`src/rtl/seqgen_pkg.sv`:
```
`timescale 1ns/1ps
package seqgen_pkg;
  localparam int unsigned STAGES_MAX = 12;
  localparam int unsigned LEN_W      = 4;
  localparam int unsigned LEN_MIN    = 2;
  localparam logic [STAGES_MAX-1:0] SEED = STAGES_MAX'(1);

  typedef logic [STAGES_MAX-1:0] stage_vec_t;
  typedef logic [LEN_W-1:0]      len_t;

  // Feedback mask per length; bit k-1 set means stage k feeds stage 1.
  function automatic stage_vec_t tap_mask(input len_t len);
    stage_vec_t m;
    case (len)
      4'd2:    m = 12'h003;
      4'd3:    m = 12'h005;
      4'd4:    m = 12'h009;
      4'd5:    m = 12'h012;
      4'd6:    m = 12'h021;
      4'd7:    m = 12'h041;
      4'd8:    m = 12'h095;
      4'd9:    m = 12'h108;
      4'd10:   m = 12'h204;
      4'd11:   m = 12'h402;
      default: m = 12'h829;
    endcase
    return m;
  endfunction
endpackage

```
`src/rtl/seqgen_rst_sync.sv`:
```
`timescale 1ns/1ps
module seqgen_rst_sync #(
  parameter int unsigned DEPTH = 2
) (
  input  logic clk,
  input  logic rst_n,
  output logic rst_ni
);
  logic [DEPTH-1:0] sync_q;
  logic [DEPTH-1:0] sync_d;

  always_comb begin
    sync_d = {sync_q[DEPTH-2:0], 1'b1};
  end

  always_ff @(posedge clk or negedge rst_n) begin
    if (!rst_n) sync_q <= '0;
    else        sync_q <= sync_d;
  end

  assign rst_ni = sync_q[DEPTH-1];
endmodule

```
`src/rtl/seqgen_len_ctl.sv`:
```
`timescale 1ns/1ps
module seqgen_len_ctl
  import seqgen_pkg::*;
(
  input  logic       clk,
  input  logic       rst_ni,
  input  len_t       len_sel,
  output logic       armed_o,
  output stage_vec_t len_mask_o,
  output stage_vec_t top_stage_o,
  output stage_vec_t fb_mask_o
);
  localparam len_t LEN_MAX_V = len_t'(STAGES_MAX);
  localparam len_t LEN_MIN_V = len_t'(LEN_MIN);

  len_t len_q, len_d;
  logic armed_q, armed_d;
  logic sel_legal;

  always_comb begin
    sel_legal = (len_sel >= LEN_MIN_V) && (len_sel <= LEN_MAX_V);
    len_d     = sel_legal ? len_sel : LEN_MAX_V;
    armed_d   = 1'b1;
  end

  always_ff @(posedge clk or negedge rst_ni) begin
    if (!rst_ni) begin
      len_q   <= LEN_MAX_V;
      armed_q <= 1'b0;
    end else if (!armed_q) begin
      len_q   <= len_d;
      armed_q <= armed_d;
    end
  end

  for (genvar g = 0; g < STAGES_MAX; g++) begin : g_stage_dec
    assign len_mask_o[g]  = (len_q > len_t'(g));
    assign top_stage_o[g] = (len_q == len_t'(g + 1));
  end

  assign fb_mask_o = tap_mask(len_q);
  assign armed_o   = armed_q;

  // captured length never moves once armed
  a_r2_len_frozen: assert property (@(posedge clk) disable iff (!rst_ni)
    armed_q |=> $stable(len_q));
  // captured length always lies in the legal range
  a_r9_len_legal: assert property (@(posedge clk) disable iff (!rst_ni)
    armed_q |-> (len_q >= LEN_MIN_V && len_q <= LEN_MAX_V));
  // exactly one stage is marked as the serial source
  a_r7_one_top: assert property (@(posedge clk) disable iff (!rst_ni)
    $onehot0(top_stage_o) && (top_stage_o != '0));
endmodule

```
`src/rtl/seqgen_shift.sv`:
```
`timescale 1ns/1ps
module seqgen_shift
  import seqgen_pkg::*;
(
  input  logic       clk,
  input  logic       rst_ni,
  input  logic       step_i,
  input  stage_vec_t fb_mask_i,
  input  stage_vec_t len_mask_i,
  output stage_vec_t state_o
);
  stage_vec_t state_q, state_d;
  logic       fb_bit;

  always_comb begin
    fb_bit  = ^(state_q & fb_mask_i);
    state_d = state_q;
    if (step_i) state_d = {state_q[STAGES_MAX-2:0], fb_bit} & len_mask_i;
  end

  always_ff @(posedge clk or negedge rst_ni) begin
    if (!rst_ni) state_q <= SEED;
    else         state_q <= state_d;
  end

  assign state_o = state_q;

  // the lock-up pattern is never entered
  a_r4_never_zero: assert property (@(posedge clk) disable iff (!rst_ni)
    state_q != '0);
  // stages beyond the active length stay clear
  a_r5_upper_clear: assert property (@(posedge clk) disable iff (!rst_ni)
    (state_q & ~len_mask_i) == '0);
  // no step means no change
  a_r6_hold: assert property (@(posedge clk) disable iff (!rst_ni)
    !step_i |=> $stable(state_q));
  // stage 2 takes the old stage 1
  a_r3_chain: assert property (@(posedge clk) disable iff (!rst_ni)
    step_i |=> state_q[1] == $past(state_q[0]));
endmodule

```
`src/rtl/seqgen_top.sv`:
```
`timescale 1ns/1ps
module seqgen_top
  import seqgen_pkg::*;
(
  input  logic        clk,
  input  logic        rst_n,
  input  logic        en,
  input  logic [3:0]  len_sel,
  output logic [11:0] state_o,
  output logic        ser_o,
  output logic        period_o
);
  logic       rst_ni;
  logic       armed;
  logic       step;
  stage_vec_t len_mask, top_stage, fb_mask, state;

  seqgen_rst_sync #(.DEPTH(2)) u_rst (
    .clk    (clk),
    .rst_n  (rst_n),
    .rst_ni (rst_ni)
  );

  seqgen_len_ctl u_len (
    .clk         (clk),
    .rst_ni      (rst_ni),
    .len_sel     (len_sel),
    .armed_o     (armed),
    .len_mask_o  (len_mask),
    .top_stage_o (top_stage),
    .fb_mask_o   (fb_mask)
  );

  assign step = en & armed;

  seqgen_shift u_shift (
    .clk        (clk),
    .rst_ni     (rst_ni),
    .step_i     (step),
    .fb_mask_i  (fb_mask),
    .len_mask_i (len_mask),
    .state_o    (state)
  );

  assign state_o  = state;
  assign ser_o    = |(state & top_stage);
  assign period_o = armed & (state == SEED);

  // the period flag implies stage 1 set and every other stage clear
  a_r8_flag_seed: assert property (@(posedge clk) disable iff (!rst_ni)
    period_o |-> (state_o[0] && $countones(state_o) == 1));
endmodule

```
`config.mk`:
```
export PLATFORM = sky130hd
export DESIGN_NAME = seqgen_top
export DESIGN_NICKNAME = d
export VERILOG_FILES = /design/src/rtl/seqgen_pkg.sv /design/src/rtl/seqgen_rst_sync.sv /design/src/rtl/seqgen_len_ctl.sv /design/src/rtl/seqgen_shift.sv /design/src/rtl/seqgen_top.sv
export SDC_FILE = /design/constraint.sdc
export NUM_CORES = 1
export LEC_CHECK = 0
export ABC_CLOCK_PERIOD_IN_PS = 2000
export BUFFER_PORTS_ARGS = -buffer_cell sky130_fd_sc_hd__buf_2
export CORE_AREA = 2 2 52 54
export DETAILED_ROUTE_END_ITERATION = 8
export DIE_AREA = 0 0 54 56
export GPL_ROUTABILITY_DRIVEN = 0
export PLACE_DENSITY = 0.71
export SKIP_CTS_REPAIR_TIMING = 1
export SLEW_MARGIN = 0
export SYNTH_ARGS = -nofsm -noshare
export SYNTH_HDL_FRONTEND = slang
export SYNTH_SLANG_ARGS = --single-unit
```
`constraint.sdc`:
```
create_clock -name clk -period 2 [get_ports clk]
set_clock_uncertainty 0.05 [all_clocks]
set_input_delay 0 -clock clk [delete_from_list [all_inputs] [get_ports clk]]
set_output_delay 0 -clock clk [all_outputs]
set_load 0.05 [all_outputs]
```
==> qor.csv, run 1 <==
metric,value,unit
gr usage total,0.2203,
initial core utilization,0.4913,
Port Buffers,20,
"Slew Viols, Final",0,
largest net degree at the start of global routing,18,
P_leak,0.7643,nW
crit-path leading delay family,flip-flops,
Final period util,1.046,
Post-DRT Antenna Nets,0,
routed via count,1220,
crit-path cells,"and4b_1, o31ai_1, o2111ai_1, xnor2_1, xnor3_1, o31ai_2",
first-pass GRT wire length,4926,um
via/cell ratio,5.571,
Critical Path Max Stage Delay,0.61,ns
"count leader, synth",nand2_1,
Critical Path RT,2.19,ns
Rel. slew slack,0.5297,
CTS tree,yes,
layout cells sized above 1,0.3228,
NumNets Final,197,
n_diodes,0,
pre-CTS setup slack,-0.1591,ns
fmax,478.2,MHz
vias in the first global route,1057,
residual DRC count,0,
Clock Latency Late Sink,0.31,ns
CTS root buf,clkbuf_4,
die width,54,um
initial antenna violation count,0,
core area,0.002432,mm2
die area,0.003024,mm2
Yosys cell types,42,
Post-Syn Area,0.001195,mm2
Fin. Hold Viols,1,
post-synthesis sequential area ratio,0.4010,
Fin Hold WS,-0.01744,ns
Post-Syn Instances,144,
failing checks,"hold timing, setup timing",
Worst EP arrival,2.28,ns
cts bufs inserted,3,
WL per Instance,14.65,um
"top cells by count, synth","nand2_1, o21ai_0, dfrtp_1",
Final Non-Filler Cells,219,
Crit Path Max Fanout,7,
Post-synth EDFFs,0,
Max IR drop VDD,0.4056,mV
endpoint type of the worst setup path,flip-flop,
Initial DRC Count,42,
Synth async-reset ratio,1.000,
WL final,3209,um
WS Path Type,reg2reg,
"Reg clk slew, reported paths",0.12,ns
reg2reg setup slack,-0.09,ns
Final Setup Violations,2,
"Avg Cell Area, Syn",8.298,um2
area delta synth->final,35.39,%
hold crit path type,in2reg,
Max-Cap Viols,0,
yosys warns,0,
DP Area,0.001424,mm2
post-synth top area share,0.3351,
Worst-Margin Slew,0.7054,ns
Synth area leaders,"dfrtp_1, nand2_1, o21ai_0",
Fillers,199,
drt first pass iters,4,
placed cell count,200,
row cnt,18,
Detail Placement HPWL,2254,um
dominant synthesized flop cell,dfrtp_1,
CTS max path bufs,2,
pwr/cell area,500.2,mW/mm2
Setup crit start kind,flip-flop,
unrepaired setup endpoints after global routing,yes,
# IOs,21,
post-route minimum period,2.091,ns
CTS sink count,19,
total grt overflow,0,
final worst slack,-0.09101,ns
Seq cells post-synth,19,
H-tree Lvls,1,
chip height,56,um
buffers and inverters on the worst path,0,
setup TNS,-0.09427,ns
fin area,0.001618,mm2
"Slowest-stage cell, CP",dfstp_2,
top cell type by total area after synthesis,dfrtp_1,
status,"complete, but fails checks",
==> cell families after synthesis <==
family                    Yosys count  share of synthesized area
DFF                                19                     0.4010
muxes                               4                    0.03665
xor gates and xnor gates            3                    0.03351
buffers and inverters              13                    0.04921
and+or+nand+nor                    67                     0.2817
AOI/OAI and AO/OA                  37                     0.1948
other                               1                   0.003138
==> worst paths after layout <==
path,to,from,cells past startpoint
setup / recovery,u_shift.state_o[0],u_len.len_q[2],6
hold / removal,u_len.len_q[3],len_sel[3],3
setup reg to reg,u_shift.state_o[0],u_len.len_q[2],6
hold reg to reg,u_shift.state_o[6],u_rst.sync_q[1],0
max in group asynchronous,u_len.len_q[0],u_rst.sync_q[1],0
min in group asynchronous,u_shift.state_o[6],u_rst.sync_q[1],0
==> sequential cells by signal (all words and copies together) (netlist names) <==
| register | count |
|---|---|
| u_rst.sync_q | 2 |
| u_len.armed_o | 1 |
| u_len.len_q | 4 |
| u_shift.state_o | 12 |
==> routing by layer <==
layer / GRT usage / vias up / routed length [um] / share of wire
met5: 0 / - / 0 / 0
met3: 0.03226 / 6 / 142 / 0.044
met2: 0.3484 / 33 / 1535 / 0.48
met4: 0.06429 / 0 / 49 / 0.015
li1: - / 600 / - / -
met1: 0.3066 / 581 / 1482 / 0.46
==> cell type report <==
type | count | area, um2 | share of cell area
multi-input combinational | 113 | 693.2 | 0.4285
sequential | 19 | 481.7 | 0.2978
timing repair buffer | 52 | 374.1 | 0.2312
tap | 30 | 37.54 | 0.02320
clock buffer | 3 | 22.52 | 0.01392
clock inverter | 1 | 5.005 | 0.003094
inverter | 1 | 3.754 | 0.002320
==> cells in the final DEF (no fill, tap or decap), types with 2 or more instances in the layout <==
cell type,n
nand2_1,33
buf_4,22
o21ai_0,20
buf_2,19
dfrtp_1,14
nor2_1,8
dlygate4sd3_1,8
nor2b_1,3
nand3_1,3
a21oi_1,3
clkbuf_4,3
buf_6,3
dfstp_2,3
o211ai_1,2
and3_1,2
nand4_1,2
nor4b_1,2
or3_1,2
nand3b_1,2
a21oi_2,2
xnor2_1,2
a22oi_1,2
nor4bb_1,2
conb_1,2
dfrtp_2,2
==> power breakdown <==
part | internal [mW] | leakage [nW] | switching (mW) | total [mW]
clock network | 0.0748 | 0.0177 | 0.126 | 0.201
logic | 0.0924 | 0.504 | 0.0883 | 0.181
registers | 0.399 | 0.243 | 0.0290 | 0.428
==> worst min-delay path, delay by kind of cell <==
| family | cells | cell delay (ns) |
|---|---|---|
| compound gates | 1 | 0.13 |
| buf+inv | 1 | 0.11 |
| simple gates | 1 | 0.06 |
==> stage by stage <==
stage,total power [mW],util
after floorplan,0.5155,-
after global placement,0.5671,0.5854
after detailed placement,0.5724,0.5854
after CTS,0.7780,0.5967
after global routing,0.8596,0.6651
final,0.8092,0.6651
Note: power is estimated with default switching activity, not from simulation.
==> run 2: changes to the inputs <==
--- a/config.mk
+++ b/config.mk
@@ -7,13 +7,13 @@
 export LEC_CHECK = 0
 export ABC_CLOCK_PERIOD_IN_PS = 2000
 export BUFFER_PORTS_ARGS = -buffer_cell sky130_fd_sc_hd__buf_2
-export CORE_AREA = 2 2 52 54
+export CORE_AREA = 2 2 54 56
 export DETAILED_ROUTE_END_ITERATION = 8
-export DIE_AREA = 0 0 54 56
+export DIE_AREA = 0 0 56 58
 export GPL_ROUTABILITY_DRIVEN = 0
-export PLACE_DENSITY = 0.71
+export PLACE_DENSITY = 0.7
 export SKIP_CTS_REPAIR_TIMING = 1
-export SLEW_MARGIN = 0
 export SYNTH_ARGS = -nofsm -noshare
 export SYNTH_HDL_FRONTEND = slang
+export SYNTH_HIERARCHICAL = 1
 export SYNTH_SLANG_ARGS = --single-unit
==> run 2 against run 1 <==
Non-clock buffer count decreased by 9; largest power group is now combinational logic; first-iteration DRC count grew 150%; count of clock-buffer cells in the layout grew 1; via count increased by 6.6%; area after synthesis is 7.3% higher; global-route usage increased by 0.35 points; core utilization is 4.5 points lower; the flow finishes with violations (hold timing); synthesized cell count rose by 19%; die area up 7.4%.
==> qor.csv, run 2 <==
metric,value,unit
"Slowest-stage cell, CP",dfstp_2,
Synth Area in Simple Gates,0.2927,
Crit Path Max Fanout,9,
fmax,501.9,MHz
top cell type by total area after synthesis,dfrtp_1,
Clock Latency Late Sink,0.29,ns
chip height,58,um
WL final,3378,um
CTS root buf,clkbuf_4,
P_leak,0.7531,nW
dominant synthesized flop cell,dfrtp_1,
XOR/XNOR share of the synthesized area,0.07902,
pwr/cell area,872.2,mW/mm2
total grt overflow,0,
die width,56,um
Final period util,0.9962,
die area,0.003248,mm2
Fin. Hold Viols,2,
hold depth,3,
CTS max path bufs,2,
residual DRC count,0,
NumNets Final,216,
Fin Hold WS,-0.04257,ns
Port Buffers,20,
largest family of logic cells by synthesized area,simple AND/OR/NAND/NOR gates,
"Slew Viols, Final",0,
initial antenna violation count,0,
row cnt,19,
Worst-Margin Slew,0.6934,ns
"Reg clk slew, reported paths",0.10,ns
Post-Syn Instances,172,
CTS tree,yes,
status,"complete, but fails checks",
endpoint type of the worst setup path,primary output,
Largest register FFs,12,
overall power,1.439,mW
post-synthesis sequential area ratio,0.3737,
Synth async-reset ratio,1.000,
gr usage total,0.2238,
Post-Syn Area,0.001282,mm2
Seq cells post-synth,19,
"count leader, synth",nand2_1,
first-pass GRT wire length,5706,um
crit-path cells,"inv_4, nand2_4, buf_4, nor2_1, a22o_2, a221oi_2, nand3_1, buf_6",
vias in the first global route,1193,
"Avg Cell Area, Syn",7.456,um2
largest net degree at the start of global routing,18,
failing checks,hold timing,
via/cell ratio,5.439,
Post-synth EDFFs,0,
H-tree Lvls,1,
yosys warns,6,
Critical Path RT,1.95,ns
"most common cell after layout, fill and taps aside",nand2_1,
area share of fa/ha/maj cells after synthesis,0,
Yosys cell types,35,
Worst EP arrival,1.94,ns
Synth Area in Compound Gates,0.1532,
CTS sink count,19,
Max IR drop VDD,0.6588,mV
WL per Instance,14.13,um
R2R depth,8,
drt first pass iters,4,
Max-Cap Viols,0,
Rel. slew slack,0.5377,
Final Setup Violations,0,
WS Path Type,reg2out,
hold crit path type,in2reg,
setup TNS,0,ns
Initial DRC Count,103,
post-synth top area share,0.3122,
most frequent cells in the layout,"nand2_1, nor2_1, buf_2",
unrepaired setup endpoints after global routing,yes,
Synth area leaders,"dfrtp_1, nand2_1, nor2_1",
core area,0.002663,mm2
Setup crit start kind,flip-flop,
Fillers,235,
initial core utilization,0.4817,
Critical Path Max Stage Delay,0.62,ns
"top cells by count, synth","nand2_1, nor2_1, dfrtp_1, o21ai_0, inv_1",
layout cells sized above 1,0.2692,
n_diodes,0,
Syn Nets,179,
Post-DRT Antenna Nets,0,
routed via count,1300,
area delta synth->final,28.68,%
mux share of post-synthesis cell area,0.007805,
cts bufs inserted,3,
post-route minimum period,1.992,ns
# IOs,21,
Detail Placement HPWL,2456,um
[run 2: changes by cell type in the layout (fill, tap and decap cells not counted), moves of 3 or more]
cell and delta:
a221oi_2 +3, xnor2_1 +4, nor2_1 +15, dlygate4sd3_1 -3, buf_4 -5, xor2_1 +3
inv_1 +13, nand2_1 -6, o21ai_0 -4, nand3_1 +11
[run 2: layer usage]
metal,vias up,wire (um),track usage
met2,49,1620,0.3513
met3,4,216,0.03571
met4,0,20,0.07823
li1,638,-,-
met1,609,1520,0.3171
met5,-,0,0
[run 2: through the flow]
| stage | utilization | instance area [um2] | hold WS [ns] | std cells | worst slack [ns] |
|---|---|---|---|---|---|
| 3_5_place_dp | 0.5681 | 1513 | -0.2632 | 228 | 0.006723 |
| 3_3_place_gp | 0.5681 | 1513 | -0.2651 | 228 | -0.0002631 |
| 6_report | 0.6198 | 1650 | -0.04257 | 239 | 0.007661 |
| 2_1_floorplan | - | 1313 | -0.3456 | 172 | 0.01647 |
| 5_1_grt | 0.6198 | 1650 | 0.01307 | 239 | -0.1450 |
| 4_1_cts | 0.5780 | 1539 | -0.6028 | 232 | -0.2127 |
[run 2: worst paths after layout]
kind	start	slack, ns	to
max reg2reg	u_len/len_q[2]	0.02	u_shift/state_o[0]
min reg2reg	u_rst/sync_q[1]	0.24	u_shift/state_o[1]
min in group asynchronous	u_rst/sync_q[1]	0.24	u_shift/state_o[1]
max	u_len/len_q[2]	0.008	ser_o
max in group asynchronous	u_rst/sync_q[1]	1.17	u_len/len_q[1]
min	len_sel[2]	-0.04	u_len/len_q[2]
[run 2: critical path, delay by kind of cell (launching register included)]
kind | cells | cell delay, ns
flops | 1 | 0.62
compound gates | 2 | 0.39
simple gates | 3 | 0.26
buf+inv | 3 | 0.38
[run 2: power breakdown]
| part | total [mW] | internal, mW | switching, mW |
|---|---|---|---|
| registers | 0.554 | 0.454 | 0.100 |
| clock network | 0.192 | 0.0775 | 0.114 |
| logic | 0.693 | 0.267 | 0.426 |
[run 2: cell families (layout without fill, tap and decap cells)]
logic type                count (synthesis)  count (layout)
muxes                                     1               1
xor gates and xnor gates                 10              10
other                                     2               2
AOI/OAI and AO/OA                        31              31
DFF                                      19              19
and+or+nand+nor                          83              83
buffers and inverters                    26              62
[run 2: area by class of cell]
| cell class | count | area, um2 | share of cell area |
|---|---|---|---|
| sequential | 19 | 481.7 | 0.2919 |
| clock buffer | 4 | 26.28 | 0.01592 |
| timing repair buffer | 43 | 310.3 | 0.1880 |
| inverter | 15 | 58.81 | 0.03563 |
| tap | 31 | 38.79 | 0.02350 |
| multi-input combinational | 127 | 734.5 | 0.4450 |
